File: src/rtl/ea_pkg.sv
package ea_pkg;
  typedef enum logic [1:0] {
    MODE_PCREL = 2'b00,
    MODE_IND   = 2'b01,
    MODE_BASE  = 2'b10,
    MODE_NONE  = 2'b11
  } ea_mode_e;

  typedef enum logic {
    ST_IDLE = 1'b0,
    ST_WAIT = 1'b1
  } ea_state_e;
endpackage

File: src/rtl/ea_offset_add.sv
module ea_offset_add #(
  parameter int W     = 16,
  parameter int OFF_W = 9
) (
  input  logic [W-1:0]     base,
  input  logic [OFF_W-1:0] offset,
  output logic [W-1:0]     sum
);
  localparam int EXT_W = W - OFF_W;

  logic [W-1:0] offset_ext;

  assign offset_ext = {{EXT_W{offset[OFF_W-1]}}, offset};
  assign sum        = base + offset_ext;
endmodule

File: src/rtl/ea_seq.sv
module ea_seq
  import ea_pkg::*;
#(
  parameter int W = 16
) (
  input  logic         clk,
  input  logic         rst,
  input  logic         start,
  input  logic [1:0]   mode,
  input  logic         illegal_op,
  input  logic [W-1:0] pc_sum,
  input  logic [W-1:0] base_sum,
  input  logic [W-1:0] rd_data,
  input  logic         rd_valid,
  output logic         rd_req,
  output logic [W-1:0] rd_addr,
  output logic         addr_valid,
  output logic [W-1:0] addr_out,
  output logic         illegal,
  output logic         busy
);
  ea_state_e    state_q;
  logic         rd_req_q;
  logic [W-1:0] rd_addr_q;
  logic         valid_q;
  logic [W-1:0] addr_q;
  logic         illegal_q;
  logic         accept;

  assign accept = start && (state_q == ST_IDLE);

  always_ff @(posedge clk) begin
    if (rst) begin
      state_q   <= ST_IDLE;
      rd_req_q  <= 1'b0;
      rd_addr_q <= '0;
      valid_q   <= 1'b0;
      addr_q    <= '0;
      illegal_q <= 1'b0;
    end else begin
      valid_q   <= 1'b0;
      illegal_q <= 1'b0;
      case (state_q)
        ST_IDLE: begin
          if (start) begin
            if (illegal_op) begin
              illegal_q <= 1'b1;
            end else begin
              case (ea_mode_e'(mode))
                MODE_PCREL: begin
                  valid_q <= 1'b1;
                  addr_q  <= pc_sum;
                end
                MODE_BASE: begin
                  valid_q <= 1'b1;
                  addr_q  <= base_sum;
                end
                MODE_IND: begin
                  rd_req_q  <= 1'b1;
                  rd_addr_q <= pc_sum;
                  state_q   <= ST_WAIT;
                end
                default: ;
              endcase
            end
          end
        end
        ST_WAIT: begin
          if (rd_valid) begin
            rd_req_q <= 1'b0;
            valid_q  <= 1'b1;
            addr_q   <= rd_data;
            state_q  <= ST_IDLE;
          end
        end
        default: state_q <= ST_IDLE;
      endcase
    end
  end

  assign rd_req     = rd_req_q;
  assign rd_addr    = rd_addr_q;
  assign addr_valid = valid_q;
  assign addr_out   = addr_q;
  assign illegal    = illegal_q;
  assign busy       = (state_q == ST_WAIT);

  AST_REQ_HOLD: assert property (@(posedge clk) disable iff (rst)
    rd_req && !rd_valid |=> rd_req && $stable(rd_addr));
  AST_IND_DONE: assert property (@(posedge clk) disable iff (rst)
    rd_req && rd_valid |=> addr_valid && !rd_req && addr_out == $past(rd_data));
  AST_NONE_QUIET: assert property (@(posedge clk) disable iff (rst)
    accept && !illegal_op && mode == 2'b11 |=> !addr_valid && !rd_req);
  AST_ILLEGAL_QUIET: assert property (@(posedge clk) disable iff (rst)
    accept && illegal_op |=> illegal && !addr_valid && !rd_req);
  AST_BUSY_IGNORE: assert property (@(posedge clk) disable iff (rst)
    busy && !rd_valid |=> busy && !addr_valid && !illegal);
endmodule

File: src/rtl/ea_unit.sv
module ea_unit #(
  parameter int         W           = 16,
  parameter int         PC_OFF_W    = 9,
  parameter int         BASE_OFF_W  = 6,
  parameter int         OPC_W       = 4,
  parameter logic [3:0] RESERVED_OPC = 4'b1101
) (
  input  logic         clk,
  input  logic         rst,
  input  logic         start,
  input  logic [1:0]   mode,
  input  logic [W-1:0] instr,
  input  logic [W-1:0] pc_inc,
  input  logic [W-1:0] base_val,
  input  logic [W-1:0] rd_data,
  input  logic         rd_valid,
  output logic         rd_req,
  output logic [W-1:0] rd_addr,
  output logic         addr_valid,
  output logic [W-1:0] addr_out,
  output logic         illegal,
  output logic         busy
);
  localparam int OPC_LO = W - OPC_W;

  logic [W-1:0] pc_sum;
  logic [W-1:0] base_sum;
  logic         illegal_op;
  logic         unused_mid;

  assign illegal_op = (instr[W-1:OPC_LO] == RESERVED_OPC[OPC_W-1:0]);
  assign unused_mid = ^instr[OPC_LO-1:PC_OFF_W];

  ea_offset_add #(.W(W), .OFF_W(PC_OFF_W)) u_pc_add (
    .base   (pc_inc),
    .offset (instr[PC_OFF_W-1:0]),
    .sum    (pc_sum)
  );

  ea_offset_add #(.W(W), .OFF_W(BASE_OFF_W)) u_base_add (
    .base   (base_val),
    .offset (instr[BASE_OFF_W-1:0]),
    .sum    (base_sum)
  );

  ea_seq #(.W(W)) u_seq (
    .clk        (clk),
    .rst        (rst),
    .start      (start),
    .mode       (mode),
    .illegal_op (illegal_op),
    .pc_sum     (pc_sum),
    .base_sum   (base_sum),
    .rd_data    (rd_data),
    .rd_valid   (rd_valid),
    .rd_req     (rd_req),
    .rd_addr    (rd_addr),
    .addr_valid (addr_valid),
    .addr_out   (addr_out),
    .illegal    (illegal),
    .busy       (busy)
  );
endmodule

File: config.mk
export PLATFORM = sky130hd
export DESIGN_NAME = ea_unit
export DESIGN_NICKNAME = d
export VERILOG_FILES = /design/src/rtl/ea_pkg.sv /design/src/rtl/ea_offset_add.sv /design/src/rtl/ea_seq.sv /design/src/rtl/ea_unit.sv
export SDC_FILE = /design/constraint.sdc
export NUM_CORES = 1
export LEC_CHECK = 0
export BUFFER_PORTS_ARGS = -buffer_cell sky130_fd_sc_hd__buf_2
export CAP_MARGIN = 30
export CORE_ASPECT_RATIO = 1.25
export CORE_MARGIN = 4
export CORE_UTILIZATION = 45
export CTS_CLUSTER_SIZE = 28
export DETAILED_ROUTE_END_ITERATION = 8
export PLACE_DENSITY = 0.75
export SYNTH_ARGS = -nofsm -noshare
export SYNTH_HDL_FRONTEND = slang
export SYNTH_SLANG_ARGS = --single-unit
File: constraint.sdc
create_clock -name clk -period 1.83 [get_ports clk]
set_input_delay 0 -clock clk [delete_from_list [all_inputs] [get_ports clk]]
set_output_delay 0 -clock clk [all_outputs]
set_load 0.01 [all_outputs]
== Yosys cells after proc, flatten, opt, wreduce, memory -nomap -nowiden ==
Index checks and enable logic that the tools add are counted.
W data, S select, Z words.

* Bits in registers: 36
* Input port bits: 70
* Word-level logic and storage cells: 46

* Add/subtract/negate cells: 2
* Equal/unequal tests: 8
* Mux-type cells: 21
* Bitwise operators: 3
* Reductions and logical operators: 6

{| class="wikitable"
|+ Operator list
! cell !! count
|-
| $pmux W16 S2 || 2
|-
| $mux W16 || 3
|-
| $add A16 B16 Y16 || 2
|-
| $mux W1 || 13
|-
| $reduce_and A4 Y1 || 3
|-
| $ne A2 B2 Y1 const B || 4
|-
| $pmux W1 S2 || 3
|-
| $eq A4 B4 Y1 const B || 1
|-
| $ne A3 B3 Y1 const B || 1
|-
| $not A1 Y1 || 3
|-
| $reduce_or A3 Y1 || 1
|-
| $eq A2 B1 Y1 const B || 1
|-
| $eq A2 B2 Y1 const B || 1
|-
| $logic_not A2 Y1 || 1
|-
| $reduce_or A2 Y1 || 1
|}

== Longest topological paths before layout ==
* Depth after elaboration: 6
* Depth in mapped cells: 9
* Gate-level depth less buffers: 9

== Modules after synthesis ==
Synthesis repeated with hierarchy kept, for this count alone.

* Cell total of the unflattened synthesis: 396
* Area total of the unflattened synthesis: 3253.1 um^2

{| class="wikitable"
|+ By module, submodules not included
! module !! instances !! cells each !! area an instance (um^2)
|-
| ea_seq || 1 || 199 || 1794.2
|-
| ea_offset_add || 2 || 98 || 724.4
|-
| ea_unit || 1 || 1 || 10.0
|}

== Worst setup path after synthesis ==
No wires, ideal clock.

* Kind: input to register
* Start point: input port instr[0]
* End point: register u_seq.addr_q[10] (netlist: u_seq.addr_out[10])
* Arrival: 1.766 ns
* Required time: 1.743 ns
* Setup slack: -0.023 ns
* Stages on the path: 8
* Path buffers: 0
* Path through: ha_1 -> fa_1 -> a211oi_2 -> o21bai_2 -> o31ai_2 -> o21ai_1 -> mux2i_1 -> o31ai_1

* Word-level cells in the longest chain between the ends: 5
* Elaborated cells between the ends (all ways): 6
* Classes of those cells: 2 x add/sub; 4 x mux

{| class="wikitable"
|+ RTL lines
! what !! line !! text
|-
| start: declaration || ea_unit.sv:12 || <nowiki>input logic [W-1:0] instr,</nowiki>
|-
| $add A16 B16 Y16 || ea_offset_add.sv:14 || <nowiki>assign sum = base + offset_ext;</nowiki>
|-
| $pmux W16 S2 (*) || ea_seq.sv:49 || <nowiki>case (ea_mode_e'(mode))</nowiki>
|-
| $mux W16 (*) || ea_seq.sv:46 || <nowiki>if (illegal_op) begin</nowiki>
|-
| $mux W16 (*) || ea_seq.sv:45 || <nowiki>if (start) begin</nowiki>
|-
| $pmux W16 S2 (*) || ea_seq.sv:43 || <nowiki>case (state_q)</nowiki>
|-
| end signal: assignment || ea_seq.sv:52 || <nowiki>addr_q <= pc_sum;</nowiki>
|-
| end signal: assignment || ea_seq.sv:56 || <nowiki>addr_q <= base_sum;</nowiki>
|-
| end signal: assignment || ea_seq.sv:72 || <nowiki>addr_q <= rd_data;</nowiki>
|-
| end: declaration || ea_seq.sv:26 || <nowiki>logic [W-1:0] addr_q;</nowiki>
|}

Mark *: on every way between the ends. The rest lies on a longest branch, timed or not. The select of a mux whose other input is x is not followed.
A chain may end at the register's enable or synchronous reset.

== Worst setup path in the final report ==
* Start point: input port instr[0]
* End point: register u_seq.addr_q[12] (netlist: u_seq.addr_out[12])

Same word-level chain as after synthesis.

==> run metrics <==
final hold vios 0; # nets final 647; Max Freq 0.5697 GHz; Period minus WS final 1.755 ns; CP Max Fanout 3; antenna viol nets, final 0; largest net degree at the start of global routing 24; CTS Sinks 36; Slew @ Worst Pin 0.4370 ns; number of global-route vias before repair 3541; Final GP Congestion 0.9095; CTS buffer count 5; full die area between 8000 and 9000 µm²; CTS HTree Levels 2; Die Wd around 83 µm; sequential fraction of the synthesis area 22.71%; Period Utilization, post-route 95.92%; critical path class in2reg; Psw 0.9548 mW; worst-path cell chain buf_2, ha_1, fa_2, a211oi_4, o21ai_1, a311oi_1, xnor2_1, o221ai_1, a22oi_1; FF-to-FF path depth 6; Placed Cells a little over 600; total chip power 2.672 mW; share of post-route cells with drive strength above 1 35.05%; Initial DRC Count 226; total grt overflow 0; Warnings, synthesis 0; post-layout util 63.77%; Clock Path Buffers 2; max incr delay on CP 0.40 ns; WL met3 roughly 600 µm; Avg WL per Cell 16.21 µm; Final Cell Area 4265 µm²; PwrDens 626.5 nW/µm²; commonest cells after routing, fill and taps aside 102 x buf_2, 56 x nand2_1, 50 x buf_4, 40 x a21oi_1, 36 x dfxtp_1; number of synthesized register bits 36; CORE AREA about 6700 µm²; ANT cells 0; Met2 Routed Length 5249 µm; Met1 Wirelength 4090 µm; Net Count, Synth 503; vias ~3600; Synth async-reset ratio 0%; Global Route Usage Sum 23.75%; status finished clean; Cells on Worst Hold Path 3; Comb pwr share 44.8%; synthesized area per cell 7.913 µm²; crit path capture type flop; Internal 1.717 mW; sw frac a little over a third; Slew HR 70.66%; top routing layer in use met4; routed wire length 10250 µm; most common cell after layout, fill and taps aside buf_2; Clk network pwr share 22.8%; CP arrival 1.97 ns; post-DP HPWL between 8000 and 9000 µm; ys flop type dfxtp_1; Setup Viol. Count Final 0; drt via density 5.714; CTS clock-pin slew for the worst setup and hold paths 0.07 ns; Peak supply drop 0.5830 mV; Root Driver clkbuf_8; Final Skew 0.001062 ns; share of power burned in registers 32.4%; Fill cells 631; cell family with most CP delay compound AO/OA/AOI/OAI gates; clk_lat worst skew 0.29 ns; CTS tree yes; Cells after Synth between 400 and 500; Netlist Area Pre-Place 3173 µm²; PortBufs 102; CP Depth 9; worst endpoint required time 2.05 ns; Distinct cells, synth 62; Finished Layout Cells between 600 and 700; Core Rows 33; DRT Pass-1 Iters 5; Pins Over Slew Limit 0; IO Pins 106; Placement Cell Area 4085 µm²; WP buf/inv 1; CP max-delay cell fa_2; # DRC 0; leakage 1.951 nW; max_cap viols 0; first-pass GRT wire length 16280 µm; number of flops mapped to enable cells by yosys 0; Critical Path Source Type input port; initial antenna violation count 0; Initial Utilization 47.44%; worst min-delay path class in2reg; area grow syn2layout 34.42%; Die Height slightly above 100 µm
## synth_stat cells (9+ instances only)
master,number,area (µm²)
o21ai_1,10,50.05
clkbuf_1,9,33.78
o21ai_0,13,65.06
nor2_1,30,112.6
a211oi_1,9,67.56
a21o_1,10,75.07
dfxtp_1,36,720.7
xnor2_1,13,113.9
a21oi_1,40,200.2
or3_1,9,56.30
mux2i_1,9,90.09
ha_1,30,375.4
nand2_1,56,210.2
## logic make-up after synthesis
logic type / Yosys count / synth area share, %
buffers and inverters: 25 / 3.233
AOI/OAI and AO/OA: 142 / 31.62
and+or+nand+nor: 136 / 20.54
DFF: 36 / 22.71
muxes: 11 / 3.549
xor gates and xnor gates: 19 / 5.244
adders and majority gates: 32 / 13.09
## sequential cells by signal, summed over array words and instances (netlist names)
signal / flops
u_seq.rd_req: 1
u_seq.rd_addr: 16
u_seq.addr_valid: 1
u_seq.illegal: 1
u_seq.busy: 1
u_seq.addr_out: 16
## per-layer routing
layer / up-vias / track usage (%)
met1: 1674 / 27.04
met2: 136 / 43.77
met5: - / 0
met3: 31 / 4.758
met4: 0 / 9.434
li1: 1770 / -
## final cells by class
cell class / count / area, µm² / share of cell area, %
flip-flops and latches: 36 / 720.7 / 16.90
clock buffers: 7 / 96.34 / 2.259
inverters: 9 / 33.78 / 0.7920
well taps: 87 / 108.9 / 2.552
multi-input cells: 340 / 2410 / 56.50
repair buffers: 153 / 895.9 / 21.00
## power groups by stage
| stage | Combinational, mW | Sequential, mW | Clock [mW] |
|---|---|---|---|
| final | 1.20 | 0.866 | 0.610 |
| after floorplan | 0.657 | 0.904 | 0 |
| after CTS | 1.15 | 0.865 | 0.614 |
| after global placement | 1.12 | 0.881 | 0 |
| after global routing | 1.30 | 0.870 | 0.647 |
| after detailed placement | 1.14 | 0.882 | 0 |
## repair_timing
action / 4_1_cts / 5_1_grt
endpoints found under the hold margin: 1 / 0
gates cloned: 0 / 0
setup endpoints to repair: 1 / 11
gates resized for setup: 0 / 11
hold buffers: 1 / 0
buffers inserted: 0 / 3
pin swaps: 1 / 5
## through the flow
| step | setup TNS, ns | hold WS, ns | worst slack (ns) |
|---|---|---|---|
| floorplan | 0 | 0.1588 | 0.01822 |
| global placement | -1.705 | 0.2701 | -0.2404 |
| detailed placement | -2.916 | 0.2747 | -0.2963 |
| CTS | 0 | 0.005803 | 0.003223 |
| global route | -0.0002029 | 0.005636 | -0.0002029 |
| finish | 0 | 0.002969 | 0.07475 |
## path summary, 6_finish.rpt
| kind | endpoint | slack [ns] | startpoint |
|---|---|---|---|
| setup / recovery | u_seq.addr_out[12]$_SDFFE_PP0P_ | 0.07 | instr[0] |
| hold / removal | u_seq.addr_out[3]$_SDFFE_PP0P_ | 0.003 | rd_data[3] |
| setup reg to reg | u_seq.addr_out[15]$_SDFFE_PP0P_ | 0.24 | u_seq.busy$_SDFF_PP0_ |
| hold reg to reg | u_seq.rd_addr[13]$_SDFFE_PP0P_ | 0.46 | u_seq.rd_addr[13]$_SDFFE_PP0P_ |
## tightest hold or removal path, cell delays in order
cell     delay (ns)
buf_2          0.10
nor2_1         0.09
o41ai_1        0.07
Note: power is estimated with default switching activity, not from simulation.
